### src/rtl/sramc_pkg.sv
package sramc_pkg;

  typedef enum logic [2:0] {
    ST_IDLE,
    ST_WSETUP,
    ST_WPULSE,
    ST_WHOLD,
    ST_RACCESS,
    ST_RTURN
  } phase_t;

  typedef struct packed {
    logic latchReq;
    logic selMem;
    logic weOn;
    logic oeOn;
    logic driveBus;
    logic captureRd;
    logic donePulse;
  } sramStrobe_t;

  function automatic int nsToCycles(input int ns, input int periodPs);
    return (ns * 1000 + periodPs - 1) / periodPs;
  endfunction

  function automatic int maxOf(input int a, input int b);
    return (a > b) ? a : b;
  endfunction

endpackage

### src/rtl/sramc_ctrl.sv
module sramc_ctrl
  import sramc_pkg::*;
#(
  parameter int WP_CYC   = 5,
  parameter int RD_CYC   = 6,
  parameter int TURN_CYC = 3
) (
  input  logic        clk,
  input  logic        rstN,
  input  logic        reqIn,
  input  logic        writeSel,
  output sramStrobe_t strobe,
  output logic        readyOut
);

  localparam int LONGEST = maxOf(maxOf(WP_CYC, RD_CYC), TURN_CYC);
  localparam int CW      = $clog2(LONGEST + 1);
  localparam logic [CW-1:0] WP_LAST   = CW'(WP_CYC - 1);
  localparam logic [CW-1:0] RD_LAST   = CW'(RD_CYC - 1);
  localparam logic [CW-1:0] TURN_LAST = CW'(TURN_CYC - 1);

  phase_t          phaseQ, phaseD;
  logic [CW-1:0]   cntQ, cntD;

  always_comb begin
    phaseD = phaseQ;
    cntD   = cntQ + 1'b1;
    case (phaseQ)
      ST_IDLE: begin
        cntD = '0;
        if (reqIn) phaseD = writeSel ? ST_WSETUP : ST_RACCESS;
      end
      ST_WSETUP: begin
        phaseD = ST_WPULSE;
        cntD   = '0;
      end
      ST_WPULSE: begin
        if (cntQ == WP_LAST) begin
          phaseD = ST_WHOLD;
          cntD   = '0;
        end
      end
      ST_WHOLD: begin
        phaseD = ST_IDLE;
        cntD   = '0;
      end
      ST_RACCESS: begin
        if (cntQ == RD_LAST) begin
          phaseD = ST_RTURN;
          cntD   = '0;
        end
      end
      ST_RTURN: begin
        if (cntQ == TURN_LAST) begin
          phaseD = ST_IDLE;
          cntD   = '0;
        end
      end
      default: begin
        phaseD = ST_IDLE;
        cntD   = '0;
      end
    endcase
  end

  always_ff @(posedge clk or negedge rstN) begin
    if (!rstN) begin
      phaseQ <= ST_IDLE;
      cntQ   <= '0;
    end else begin
      phaseQ <= phaseD;
      cntQ   <= cntD;
    end
  end

  always_comb begin
    strobe           = '0;
    strobe.latchReq  = (phaseQ == ST_IDLE) && reqIn;
    strobe.selMem    = (phaseQ == ST_WSETUP) || (phaseQ == ST_WPULSE) ||
                       (phaseQ == ST_WHOLD)  || (phaseQ == ST_RACCESS);
    strobe.weOn      = (phaseQ == ST_WPULSE);
    strobe.oeOn      = (phaseQ == ST_RACCESS);
    strobe.driveBus  = (phaseQ == ST_WSETUP) || (phaseQ == ST_WPULSE) ||
                       (phaseQ == ST_WHOLD);
    strobe.captureRd = (phaseQ == ST_RACCESS) && (cntQ == RD_LAST);
    strobe.donePulse = (phaseQ == ST_WHOLD) ||
                       ((phaseQ == ST_RTURN) && (cntQ == '0));
  end

  assign readyOut = (phaseQ == ST_IDLE);

  AST_DONE_SINGLE: assert property (@(posedge clk) disable iff (!rstN)
    strobe.donePulse |=> !strobe.donePulse);

  AST_BUSY_AFTER_ACCEPT: assert property (@(posedge clk) disable iff (!rstN)
    strobe.latchReq |=> !readyOut);

endmodule

### src/rtl/sramc_datapath.sv
module sramc_datapath
  import sramc_pkg::*;
#(
  parameter int ADDR_W = 18,
  parameter int DATA_W = 8
) (
  input  logic              clk,
  input  logic              rstN,
  input  sramStrobe_t       strobe,
  input  logic [ADDR_W-1:0] hostAddr,
  input  logic [DATA_W-1:0] hostWdata,
  output logic [DATA_W-1:0] hostRdata,
  output logic [ADDR_W-1:0] memAddr,
  output logic              memSelN,
  output logic              memSelP,
  output logic              memWeN,
  output logic              memOeN,
  output logic [DATA_W-1:0] memDout,
  output logic              memDoutEn,
  input  logic [DATA_W-1:0] memDin
);

  logic [ADDR_W-1:0] addrQ;
  logic [DATA_W-1:0] wdataQ;
  logic [DATA_W-1:0] rdataQ;

  always_ff @(posedge clk or negedge rstN) begin
    if (!rstN) begin
      addrQ  <= '0;
      wdataQ <= '0;
    end else if (strobe.latchReq) begin
      addrQ  <= hostAddr;
      wdataQ <= hostWdata;
    end
  end

  always_ff @(posedge clk or negedge rstN) begin
    if (!rstN) rdataQ <= '0;
    else if (strobe.captureRd) rdataQ <= memDin;
  end

  assign memAddr   = addrQ;
  assign memSelN   = ~strobe.selMem;
  assign memSelP   = strobe.selMem;
  assign memWeN    = ~strobe.weOn;
  assign memOeN    = ~strobe.oeOn;
  assign memDout   = wdataQ;
  assign memDoutEn = strobe.driveBus;
  assign hostRdata = rdataQ;

  AST_ADDR_HELD: assert property (@(posedge clk) disable iff (!rstN)
    (!memSelN && $past(!memSelN)) |-> $stable(memAddr));

  AST_WDATA_HELD: assert property (@(posedge clk) disable iff (!rstN)
    (memDoutEn && $past(memDoutEn)) |-> $stable(memDout));

endmodule

### src/rtl/async_sram_ctrl.sv
module async_sram_ctrl
  import sramc_pkg::*;
#(
  parameter int ADDR_W        = 18,
  parameter int DATA_W        = 8,
  parameter int CLK_PERIOD_PS = 10000,
  parameter int T_WPULSE_NS   = 45,
  parameter int T_DSETUP_NS   = 25,
  parameter int T_WCYCLE_NS   = 55,
  parameter int T_RCYCLE_NS   = 55,
  parameter int T_RELEASE_NS  = 25
) (
  input  logic              clk,
  input  logic              rstN,
  input  logic              hostReq,
  input  logic              hostWrite,
  input  logic [ADDR_W-1:0] hostAddr,
  input  logic [DATA_W-1:0] hostWdata,
  output logic [DATA_W-1:0] hostRdata,
  output logic              hostDone,
  output logic              hostReady,
  output logic [ADDR_W-1:0] memAddr,
  output logic              memSelN,
  output logic              memSelP,
  output logic              memWeN,
  output logic              memOeN,
  output logic [DATA_W-1:0] memDout,
  output logic              memDoutEn,
  input  logic [DATA_W-1:0] memDin
);

  localparam int WP_CYC = maxOf(maxOf(nsToCycles(T_WPULSE_NS, CLK_PERIOD_PS),
                                      nsToCycles(T_DSETUP_NS, CLK_PERIOD_PS)),
                                nsToCycles(T_WCYCLE_NS, CLK_PERIOD_PS) - 2);
  localparam int RD_CYC   = maxOf(nsToCycles(T_RCYCLE_NS, CLK_PERIOD_PS), 1);
  localparam int TURN_CYC = maxOf(nsToCycles(T_RELEASE_NS, CLK_PERIOD_PS), 1);
  localparam int LONGEST  = maxOf(maxOf(WP_CYC, RD_CYC), TURN_CYC);
  localparam int CNTW     = $clog2(LONGEST + 2);

  sramStrobe_t strobe;

  sramc_ctrl #(
    .WP_CYC  (WP_CYC),
    .RD_CYC  (RD_CYC),
    .TURN_CYC(TURN_CYC)
  ) u_ctrl (
    .clk     (clk),
    .rstN    (rstN),
    .reqIn   (hostReq),
    .writeSel(hostWrite),
    .strobe  (strobe),
    .readyOut(hostReady)
  );

  sramc_datapath #(
    .ADDR_W(ADDR_W),
    .DATA_W(DATA_W)
  ) u_dp (
    .clk      (clk),
    .rstN     (rstN),
    .strobe   (strobe),
    .hostAddr (hostAddr),
    .hostWdata(hostWdata),
    .hostRdata(hostRdata),
    .memAddr  (memAddr),
    .memSelN  (memSelN),
    .memSelP  (memSelP),
    .memWeN   (memWeN),
    .memOeN   (memOeN),
    .memDout  (memDout),
    .memDoutEn(memDoutEn),
    .memDin   (memDin)
  );

  assign hostDone = strobe.donePulse;

  // Pin-level width counters used by the timing checks below.
  logic [CNTW-1:0] weLowCnt, oeLowCnt, sinceOeHigh;

  always_ff @(posedge clk or negedge rstN) begin
    if (!rstN) begin
      weLowCnt    <= '0;
      oeLowCnt    <= '0;
      sinceOeHigh <= '1;
    end else begin
      weLowCnt    <= memWeN ? '0 : ((weLowCnt == '1) ? weLowCnt : weLowCnt + 1'b1);
      oeLowCnt    <= memOeN ? '0 : ((oeLowCnt == '1) ? oeLowCnt : oeLowCnt + 1'b1);
      sinceOeHigh <= !memOeN ? '0 :
                     ((sinceOeHigh == '1) ? sinceOeHigh : sinceOeHigh + 1'b1);
    end
  end

  AST_IDLE_PARKED: assert property (@(posedge clk) disable iff (!rstN)
    hostReady |-> (memSelN && !memSelP && memWeN && memOeN && !memDoutEn));

  AST_WE_WIDTH: assert property (@(posedge clk) disable iff (!rstN)
    $rose(memWeN) |-> (weLowCnt == CNTW'(WP_CYC)));

  AST_WE_OE_EXCL: assert property (@(posedge clk) disable iff (!rstN)
    !memWeN |-> (memOeN && memDoutEn));

  AST_NO_CONTENTION: assert property (@(posedge clk) disable iff (!rstN)
    !memOeN |-> !memDoutEn);

  AST_OE_WIDTH: assert property (@(posedge clk) disable iff (!rstN)
    $rose(memOeN) |-> (oeLowCnt == CNTW'(RD_CYC)));

  AST_DONE_AFTER_READ: assert property (@(posedge clk) disable iff (!rstN)
    $rose(memOeN) |-> hostDone);

  AST_TURNAROUND: assert property (@(posedge clk) disable iff (!rstN)
    $rose(memDoutEn) |-> (sinceOeHigh >= CNTW'(TURN_CYC)));

endmodule

### config.mk
export PLATFORM = sky130hd
export DESIGN_NAME = async_sram_ctrl
export DESIGN_NICKNAME = d
export VERILOG_FILES = /design/src/rtl/sramc_pkg.sv /design/src/rtl/sramc_ctrl.sv /design/src/rtl/sramc_datapath.sv /design/src/rtl/async_sram_ctrl.sv
export SDC_FILE = /design/constraint.sdc
export NUM_CORES = 1
export LEC_CHECK = 0
export ABC_CLOCK_PERIOD_IN_PS = 1700
export BUFFER_PORTS_ARGS = -buffer_cell sky130_fd_sc_hd__buf_2
export CORE_ASPECT_RATIO = 0.9
export CORE_UTILIZATION = 46
export DETAILED_ROUTE_END_ITERATION = 10
export HOLD_SLACK_MARGIN = 0.03
export PLACE_DENSITY = 0.82
export RECOVER_POWER = 100
export SLEW_MARGIN = 10
export SYNTH_ARGS = -nofsm -noshare
export SYNTH_HDL_FRONTEND = slang
export SYNTH_SLANG_ARGS = --single-unit
### constraint.sdc
create_clock -name clk -period 1.7 [get_ports clk]
set_input_delay 0 -clock clk [delete_from_list [all_inputs] [get_ports clk]]
set_output_delay 0 -clock clk [all_outputs]
set_load 0.01 [all_outputs]
==> results of run 1 <==
==> synthesized netlist by cell type, drive strengths merged <==
library cell	n	area, sq um
xnor2	3	26.3
nand3b	1	20.0
a21o	2	15.0
o22ai	1	6.26
a2111oi	1	8.76
nor2	5	18.8
and3b	1	8.76
nand2b	1	6.26
dfrtp	40	1000
mux2	34	383
nor3b	1	18.8
and2	2	13.8
buf	6	61.3
and3	1	6.26
o21ai	1	5.00
o211ai	1	7.51
or3b	1	8.76
inv	7	26.3
nor3	2	21.3
ha	4	50.1
o41ai	1	8.76
nand2	1	3.75
nor2b	1	6.26
nand3	1	5.00
a21oi	3	15.0
o21a	1	7.51
==> flip-flops by register name, indices dropped and copies added (netlist names) <==
signal	count
u_dp.memAddr	18
u_dp.hostRdata	8
u_dp.memDout	8
u_ctrl.cntQ	3
u_ctrl.phaseQ	3
==> cell families (layout without fill, tap and decap cells) <==
kind of cell | after synthesis | in the layout
compound gates | 11 | 11
xor+xnor | 3 | 3
fa+ha+maj | 4 | 4
buf+inv | 13 | 133
flops | 40 | 40
mux | 34 | 34
simple gates | 18 | 18
==> worst min-delay path: stages <==
cell and delay, ns:
buf_2 0.09, a2111oi_2 0.07, a21oi_1 0.11
==> worst max-delay path by stage <==
stage,endpoint,slack (ns),cells after the start
2_1_floorplan,u_dp.hostRdata[0]$_DFFE_PN0P_,0.11,5
3_3_place_gp,u_dp.hostRdata[1]$_DFFE_PN0P_,0.10,6
3_5_place_dp,u_dp.hostRdata[5]$_DFFE_PN0P_,0.05,6
4_1_cts,u_dp.hostRdata[3]$_DFFE_PN0P_,0.04,6
5_1_grt,hostDone,0.02,5
6_report,u_dp.hostRdata[5]$_DFFE_PN0P_,0.09,6
==> cells in the final DEF, fill, tap and decap left out, types with 3 or more instances in the layout <==
| cell | n |
|---|---|
| clkbuf_8 | 5 |
| xnor2_1 | 3 |
| mux2_2 | 26 |
| buf_2 | 38 |
| a21oi_1 | 3 |
| dlygate4sd3_1 | 35 |
| nor2_1 | 5 |
| mux2_1 | 8 |
| inv_1 | 7 |
| ha_1 | 3 |
| dfrtp_1 | 40 |
| clkbuf_1 | 41 |
==> power by group through the flow <==
stage	clock, mW	sequential (mW)	combinational (mW)
floorplan	0	1.82	1.03
global placement	0	1.66	1.83
detailed placement	0	1.68	1.88
CTS	0.586	1.67	1.94
global route	0.635	1.75	2.02
finish	0.565	1.69	1.83
==> final cells by class <==
type,count,area [sq um]
clock buffer,6,72.6
clock inverter,1,5.00
fill,263,896
inverter,7,26.3
multi-input combinational,70,692
sequential,40,1000
tap,44,55.1
timing repair buffer,119,756
==> timing repair <==
item	4_1_cts	5_1_grt
resized for setup	0	5
setup buffers	0	0
endpoints found under the hold margin	74	0
hold buffers	35	0
setup endpoints to repair	0	11
==> per-layer routing <==
| metal | routed length (microns) | vias to the layer above | track usage [%] |
|---|---|---|---|
| met3 | 181 | 8 | 6.02 |
| met4 | 68 | 0 | 6.69 |
| li1 | - | 667 | - |
| met5 | 0 | - | 0 |
| met1 | 1570 | 639 | 24.9 |
| met2 | 2060 | 46 | 38.6 |
==> results.cfg, run 1 <==
[drt]
vias = 1360
wirelength_microns = 3880
via_per_inst = 4.74
first_pass_iters = 4
first_iter_violations = 43
post_drt_wl_per_cell_microns = 13.5
drc_errors = 0
antenna_violating_nets_post_route = 0

[sta]
maxSlewViolCount = 0
fin_hold_ws_ns = 0.0332
setup_viol = 0
worst_pin_slew_ns = 0.938
hold_viol_final = 0
layout_min_cycle_time_ns = 1.61
max_slew_margin_pct = 37.4
rsz0062_at_grt = false
period_share_pct = 94.6
fin_ws_ns = 0.0916
fmax_mhz = 622
fin_tns_setup_ns = 0
clock_skew_ns = 0.00509

[global_route]
grt_pass1_vias = 1376
grt.total_usage_pct = 21.5
grt_overflow = 0
antenna_found_initial = 0
grt_max_degree = 41
grt_pass1_wl_microns = 6310

[power]
p_sw_share_pct = 36.9
total_power_mw = 4.09
pwr-share-seq_pct = 41.4
p_clk_share_pct = 13.8
power_switching_mw = 1.51
p_per_area_mw_per_mm2 = 1570
comb_power_share_pct = 44.7
p_int_mw = 2.58
p_leak_nw = 1.22
vdd_drop_max_v = 0.000953

[critical_path]
path_cells = inv_1 > ha_4 > nand3b_4 > nor3b_4 > buf_12 > mux2_2
cp_slowest_stage_delay_ns = 0.40
cp.arrival_ns = 1.77
endpoint_kind = register
worst-path-max-fanout = 8
cp_slowest_cell = dfrtp_1
reg2regPathDepth = 6
crit_type = reg -> reg
timing.rr.start = u_ctrl.cntQ[1]$_DFF_PN0_
reg2reg_to = u_dp.hostRdata[5]$_DFFE_PN0P_
startpoint = u_ctrl.cntQ[1]$_DFF_PN0_
crit_required_ns = 1.86
cp_num_buf_inv = 2
rrSetupSlack_ns = 0.09
cp-start-kind = register
cp_top_family = flip-flops

[place]
gp_congestion = 0.859
port-buffer-count = 78
dp_hpwl_microns = 2510
preCtsSetupSlack_ns = 0.0524
place_inst = 245
placed_area_sq_mm = 0.00221

[logic_synthesis]
ys_types = 30
syn_area_per_cell_sq_um = 14.3
synth-xor-area-share_pct = 1.49
synth_compound_gate_area_share_pct = 4.20
syn_area_sq_mm = 0.00176
synth_mux_area_share_pct = 21.8
synthAdderAreaFrac_pct = 2.84
synthesis.nets = 165
synth_top_family_by_area = multiplexers
synthCells = 123
synth-simple-area-share_pct = 7.82
ys_seq_area_share_pct = 56.9
synth_warnings = 0
synth_seq_cells = 40

[floorplanning]
start_util_pct = 50.2
ios = 79
die_h_microns = 60.7
dieArea_sq_mm = 0.00408
row_count = 20
core_sq_mm = 0.00350
die_w_microns = 67.2

[min_path]
holdPathStages = 3
holdCritStartpoint = hostReq
hp-class = in -> reg
hold_end = u_ctrl.phaseQ[2]$_DFFE_PN0P_

[finish]
antenna_cells = 0
area_delta_synth_final_pct = 48.2
final_area_sq_mm = 0.00261
drive_gt1_share_pct = 34.2
layout.nets = 285
final_cells = 287
fin_util_pct = 74.4

[cts]
clkLatencyLatePin_ns = 0.28
cts_made_buffers = 5
cts_buffer_depth = 2
clock_sinks = 40
cts_tree = yes
path_clk_slew_ns = 0.07
cts_max_level = 2
cts-root-buf = clkbuf_8

[outcome]
run_status = complete, no violations

[run]
max_cap_violations = 0
(Power assumes the default switching activity.)
==> run 2, diff against run 1 <==
--- a/config.mk
+++ b/config.mk
@@ -7,8 +7,10 @@
 export LEC_CHECK = 0
 export ABC_CLOCK_PERIOD_IN_PS = 1700
 export BUFFER_PORTS_ARGS = -buffer_cell sky130_fd_sc_hd__buf_2
+export CELL_PAD_IN_SITES_DETAIL_PLACEMENT = 2
+export CELL_PAD_IN_SITES_GLOBAL_PLACEMENT = 2
 export CORE_ASPECT_RATIO = 0.9
-export CORE_UTILIZATION = 46
+export CORE_UTILIZATION = 29
 export DETAILED_ROUTE_END_ITERATION = 10
 export HOLD_SLACK_MARGIN = 0.03
 export PLACE_DENSITY = 0.82
==> results.cfg, run 2 (same netlist as run 1, synthesis figures left out) <==
[cts]
cts-root-buf = clkbuf_8
cts_tree = yes
path_clk_slew_ns = 0.08
cts_max_level = 2
clock_sinks = 40
clkLatencyLatePin_ns = 0.29
cts_buffer_depth = 2
cts_made_buffers = 5

[outcome]
run_status = finished with violations
violations = DRC

[power]
total_power_mw = 4.21
p_sw_share_pct = 38.6
p_per_area_mw_per_mm2 = 1580
comb_power_share_pct = 44.8
vdd_drop_max_v = 0.000523
p_int_mw = 2.59
p_clk_share_pct = 14.7
pwr-share-seq_pct = 40.5
p_leak_nw = 1.23
power_switching_mw = 1.63

[drt]
post_drt_wl_per_cell_microns = 16.3
wirelength_microns = 5150
via_per_inst = 4.64
first_pass_iters = 8
first_iter_violations = 40
antenna_violating_nets_post_route = 0
drc_errors = 18
vias = 1467

[sta]
fin_tns_setup_ns = 0
hold_viol_final = 0
maxSlewViolCount = 0
layout_min_cycle_time_ns = 1.63
rsz0062_at_grt = false
max_slew_margin_pct = 17.3
clock_skew_ns = 0.00253
worst_pin_slew_ns = 1.24
setup_viol = 0
fin_ws_ns = 0.0685
period_share_pct = 96.0
fmax_mhz = 613

[run]
max_cap_violations = 0

[floorplanning]
dieArea_sq_mm = 0.00638
core_sq_mm = 0.00576
ios = 79
die_w_microns = 84.1
row_count = 26
start_util_pct = 30.6
die_h_microns = 75.9

[global_route]
grt_max_degree = 27
grt.total_usage_pct = 17.0
grt_pass1_vias = 1647
grt_pass1_wl_microns = 8250
grt_overflow = 0
antenna_found_initial = 0

[finish]
layout.nets = 287
final_cell_mix = clkbuf_1 (41), dfrtp_1 (40), buf_2 (37)
fillerInstances = 622
area_delta_synth_final_pct = 51.2
drive_gt1_share_pct = 35.4
fin_util_pct = 46.2
mostFrequentLayoutCell = clkbuf_1
final_area_sq_mm = 0.00266
antenna_cells = 0
largest_reg_flops = 18

[min_path]
hp-class = in -> reg

[critical_path]
crit_required_ns = 1.88
endpoint_kind = register
cp-start-kind = register
worst-path-max-fanout = 8
cp.arrival_ns = 1.81
crit_type = reg -> reg

[place]
preCtsSetupSlack_ns = 0.0259
placed_area_sq_mm = 0.00227
port-buffer-count = 78
dp_hpwl_microns = 3360
gp_congestion = 0.693
==> run 2: stage by stage <==
stage,instances,hold WS [ns]
6_report,316,0.0828
5_1_grt,316,0.0962
4_1_cts,316,0.0735
3_5_place_dp,273,0.000665
3_3_place_gp,273,-0.00796
2_1_floorplan,123,-0.296
==> run 2: layer usage <==
| metal | vias to the layer above | share of wire (%) | GRT usage, % |
|---|---|---|---|
| li1 | 666 | - | - |
| met1 | 735 | 39 | 18.4 |
| met2 | 59 | 53 | 34.1 |
| met3 | 7 | 6.7 | 4.01 |
| met4 | 0 | 1.3 | 4.60 |
| met5 | - | 0 | 0 |
==> run 2: area by class of cell <==
class | count | area (sq um) | area share (%)
sequential | 40 | 1000 | 37.6
timing repair buffer | 121 | 776 | 29.2
multi-input combinational | 70 | 682 | 25.6
tap | 70 | 87.6 | 3.29
clock buffer | 5 | 68.8 | 2.59
inverter | 7 | 26.3 | 0.988
clock inverter | 3 | 18.8 | 0.706
==> run 2: worst paths after layout <==
kind	start	end	slack (ns)	cells past startpoint
max	u_ctrl.cntQ[1]$_DFF_PN0_	u_dp.hostRdata[0]$_DFFE_PN0P_	0.07	6
min	hostWrite	u_ctrl.phaseQ[2]$_DFFE_PN0P_	0.08	4
max reg2reg	u_ctrl.cntQ[1]$_DFF_PN0_	u_dp.hostRdata[0]$_DFFE_PN0P_	0.07	6
min reg2reg	u_dp.memDout[2]$_DFFE_PN0P_	u_dp.memDout[2]$_DFFE_PN0P_	0.50	1
max in group asynchronous	rstN	u_dp.hostRdata[5]$_DFFE_PN0P_	0.45	2
min in group asynchronous	rstN	u_dp.memAddr[10]$_DFFE_PN0P_	0.52	2
==> run 2: power groups by stage <==
stage / logic, mW / registers (mW) / clock network [mW]
after floorplan: 1.03 / 1.82 / 0
after CTS: 2.04 / 1.69 / 0.651
after global placement: 1.88 / 1.68 / 0
after global routing: 2.08 / 1.78 / 0.675
final: 1.89 / 1.71 / 0.618
after detailed placement: 1.97 / 1.70 / 0
==> run 2: critical path: stages, from the launching register on <==
cell and delay [ns]:
dfrtp_1 0.40, inv_1 0.10, ha_2 0.22, nand3b_4 0.10
nor3b_4 0.22, buf_12 0.15, mux2_2 0.33
==> run 2: repair_timing <==
action | 4_1_cts | 5_1_grt
hold buffers | 35 | 0
resized for setup | 0 | 4
endpoints found under the setup margin | 0 | 11
hold endpoints to repair | 54 | 0
setup buffers | 0 | 0
==> run 3, diff against run 2 <==
--- a/config.mk
+++ b/config.mk
@@ -5,16 +5,17 @@
 export SDC_FILE = /design/constraint.sdc
 export NUM_CORES = 1
 export LEC_CHECK = 0
-export ABC_CLOCK_PERIOD_IN_PS = 1700
+export ABC_CLOCK_PERIOD_IN_PS = 1900
 export BUFFER_PORTS_ARGS = -buffer_cell sky130_fd_sc_hd__buf_2
 export CELL_PAD_IN_SITES_DETAIL_PLACEMENT = 2
 export CELL_PAD_IN_SITES_GLOBAL_PLACEMENT = 2
 export CORE_ASPECT_RATIO = 0.9
-export CORE_UTILIZATION = 29
+export CORE_MARGIN = 2
+export CORE_UTILIZATION = 31
 export DETAILED_ROUTE_END_ITERATION = 10
 export HOLD_SLACK_MARGIN = 0.03
-export PLACE_DENSITY = 0.82
-export RECOVER_POWER = 100
+export PLACE_DENSITY = 0.86
+export RECOVER_POWER = 50
 export SLEW_MARGIN = 10
 export SYNTH_ARGS = -nofsm -noshare
 export SYNTH_HDL_FRONTEND = slang
==> constraint.sdc (replaced) <==
create_clock -name clk -period 1.9 [get_ports clk]
set_input_delay 0 -clock clk [delete_from_list [all_inputs] [get_ports clk]]
set_output_delay 0 -clock clk [all_outputs]
set_load 0.01 [all_outputs]
==> results.cfg, run 3 (same netlist as run 1, synthesis figures left out) <==
[critical_path]
startpoint = u_ctrl.cntQ[1]$_DFF_PN0_
worst-path-max-fanout = 5
endpoint_kind = register
crit_required_ns = 2.07
reg2reg_to = u_dp.hostRdata[3]$_DFFE_PN0P_
cp-start-kind = register
reg2regPathDepth = 6
cp.arrival_ns = 1.91
rrSetupSlack_ns = 0.16
crit_type = reg -> reg
timing.rr.start = u_ctrl.cntQ[1]$_DFF_PN0_

[finish]
antenna_cells = 0
final_cell_mix = buf_2 (43), dfrtp_1 (40), clkbuf_1 (36)
largest_reg_flops = 18
area_delta_synth_final_pct = 50.4
final_area_sq_mm = 0.00265
final_cells = 314
mostFrequentLayoutCell = buf_2
layout.nets = 285
drive_gt1_share_pct = 35.7

[sta]
rsz0062_at_grt = false
maxSlewViolCount = 0
clock_skew_ns = 0.00792
fin_tns_setup_ns = 0
setup_viol = 0
worst_pin_slew_ns = 1.02
fmax_mhz = 575
layout_min_cycle_time_ns = 1.74
period_share_pct = 91.6
fin_hold_ws_ns = 0.0578
hold_viol_final = 0
max_slew_margin_pct = 32.0

[drt]
wirelength_microns = 6290
antenna_violating_nets_post_route = 0
drc_errors = 0
post_drt_wl_per_cell_microns = 20.0
first_pass_iters = 2
vias = 1481
first_iter_violations = 38
via_per_inst = 4.72

[min_path]
hp-class = in -> reg
holdPathStages = 4
hold_end = u_ctrl.phaseQ[2]$_DFFE_PN0P_
holdCritStartpoint = hostWrite

[cts]
cts-root-buf = clkbuf_8
cts_made_buffers = 5
cts_buffer_depth = 2
cts_max_level = 2
clkLatencyLatePin_ns = 0.30
clock_sinks = 40
path_clk_slew_ns = 0.08
cts_tree = yes

[global_route]
grt.total_usage_pct = 20.7
grt_pass1_vias = 1689
grt_pass1_wl_microns = 9770
grt_max_degree = 41
grt_overflow = 0
antenna_found_initial = 0

[power]
p_leak_nw = 1.24
vdd_drop_max_v = 0.000681
p_per_area_mw_per_mm2 = 1510

[floorplanning]
ios = 79
row_count = 26
die_h_microns = 75.5
dieArea_sq_mm = 0.00629
die_w_microns = 83.4
core_sq_mm = 0.00556
start_util_pct = 31.6

[outcome]
run_status = complete, no violations

[place]
place_inst = 269
port-buffer-count = 78
placed_area_sq_mm = 0.00222
gp_congestion = 0.750
dp_hpwl_microns = 3470

[run]
max_cap_violations = 0
-- run 3: cell types whose count changed in the layout (fill, tap and decap cells not counted), sizes merged --
cell    before  now
bufinv       0    1
clkbuf      47   42
buf         44   48
clkinv       3    1
-- run 3: routing by layer --
metal / share of wire [%] / global-route usage [%] / up-vias / wire length [microns]
met4: 2.0 / 8.93 / 0 / 129
met1: 40 / 23.9 / 744 / 2540
met5: 0 / 0 / - / 0
met3: 4.7 / 2.93 / 12 / 297
li1: - / - / 664 / -
met2: 53 / 39.5 / 61 / 3330
-- run 3: report_power, final --
group	switching (mW)	internal, mW
logic	0.924	0.812
registers	0.317	1.25
clock network	0.310	0.390
total	1.55	2.45
-- run 3: final cells by class --
| cell class | count | area [sq um] |
|---|---|---|
| Inverter | 7 | 26.3 |
| Multi-Input combinational cell | 70 | 671 |
| Clock inverter | 2 | 35.0 |
| Fill cell | 576 | 2920 |
| Tap cell | 70 | 87.6 |
| Timing Repair Buffer | 119 | 752 |
| Clock buffer | 6 | 72.6 |
| Sequential cell | 40 | 1000 |
-- run 3: worst max path at each step --
stage | end | cells past startpoint
2_1_floorplan | u_dp.hostRdata[0]$_DFFE_PN0P_ | 5
6_report | u_dp.hostRdata[3]$_DFFE_PN0P_ | 6
3_3_place_gp | u_dp.hostRdata[0]$_DFFE_PN0P_ | 5
5_1_grt | u_ctrl.phaseQ[0]$_DFFE_PN0P_ | 6
3_5_place_dp | u_dp.hostRdata[3]$_DFFE_PN0P_ | 5
4_1_cts | u_dp.hostRdata[3]$_DFFE_PN0P_ | 5
-- run 3: stage by stage --
step | setup slack, ns | power [mW] | utilization (%)
floorplan | 0.315 | 2.55 | -
global placement | 0.203 | 3.15 | 39.9
detailed placement | 0.0856 | 3.27 | 39.9
CTS | 0.0674 | 4.02 | 48.1
global route | 0.0566 | 4.28 | 47.5
finish | 0.160 | 4.00 | 47.5
-- run 3: worst max-delay path, stage by stage, from the launching register on --
cell and delay [ns]:
dfrtp_1 0.42, inv_1 0.11, ha_1 0.22, nand3b_4 0.11, nor3b_4 0.20, buf_4 0.18
mux2_2 0.37
-- run 3: timing repair --
action,4_1_cts,5_1_grt
setup buffers,0,2
endpoints found under the hold margin,74,0
gates resized for setup,0,0
hold buffers,35,0
endpoints found under the setup margin,0,8
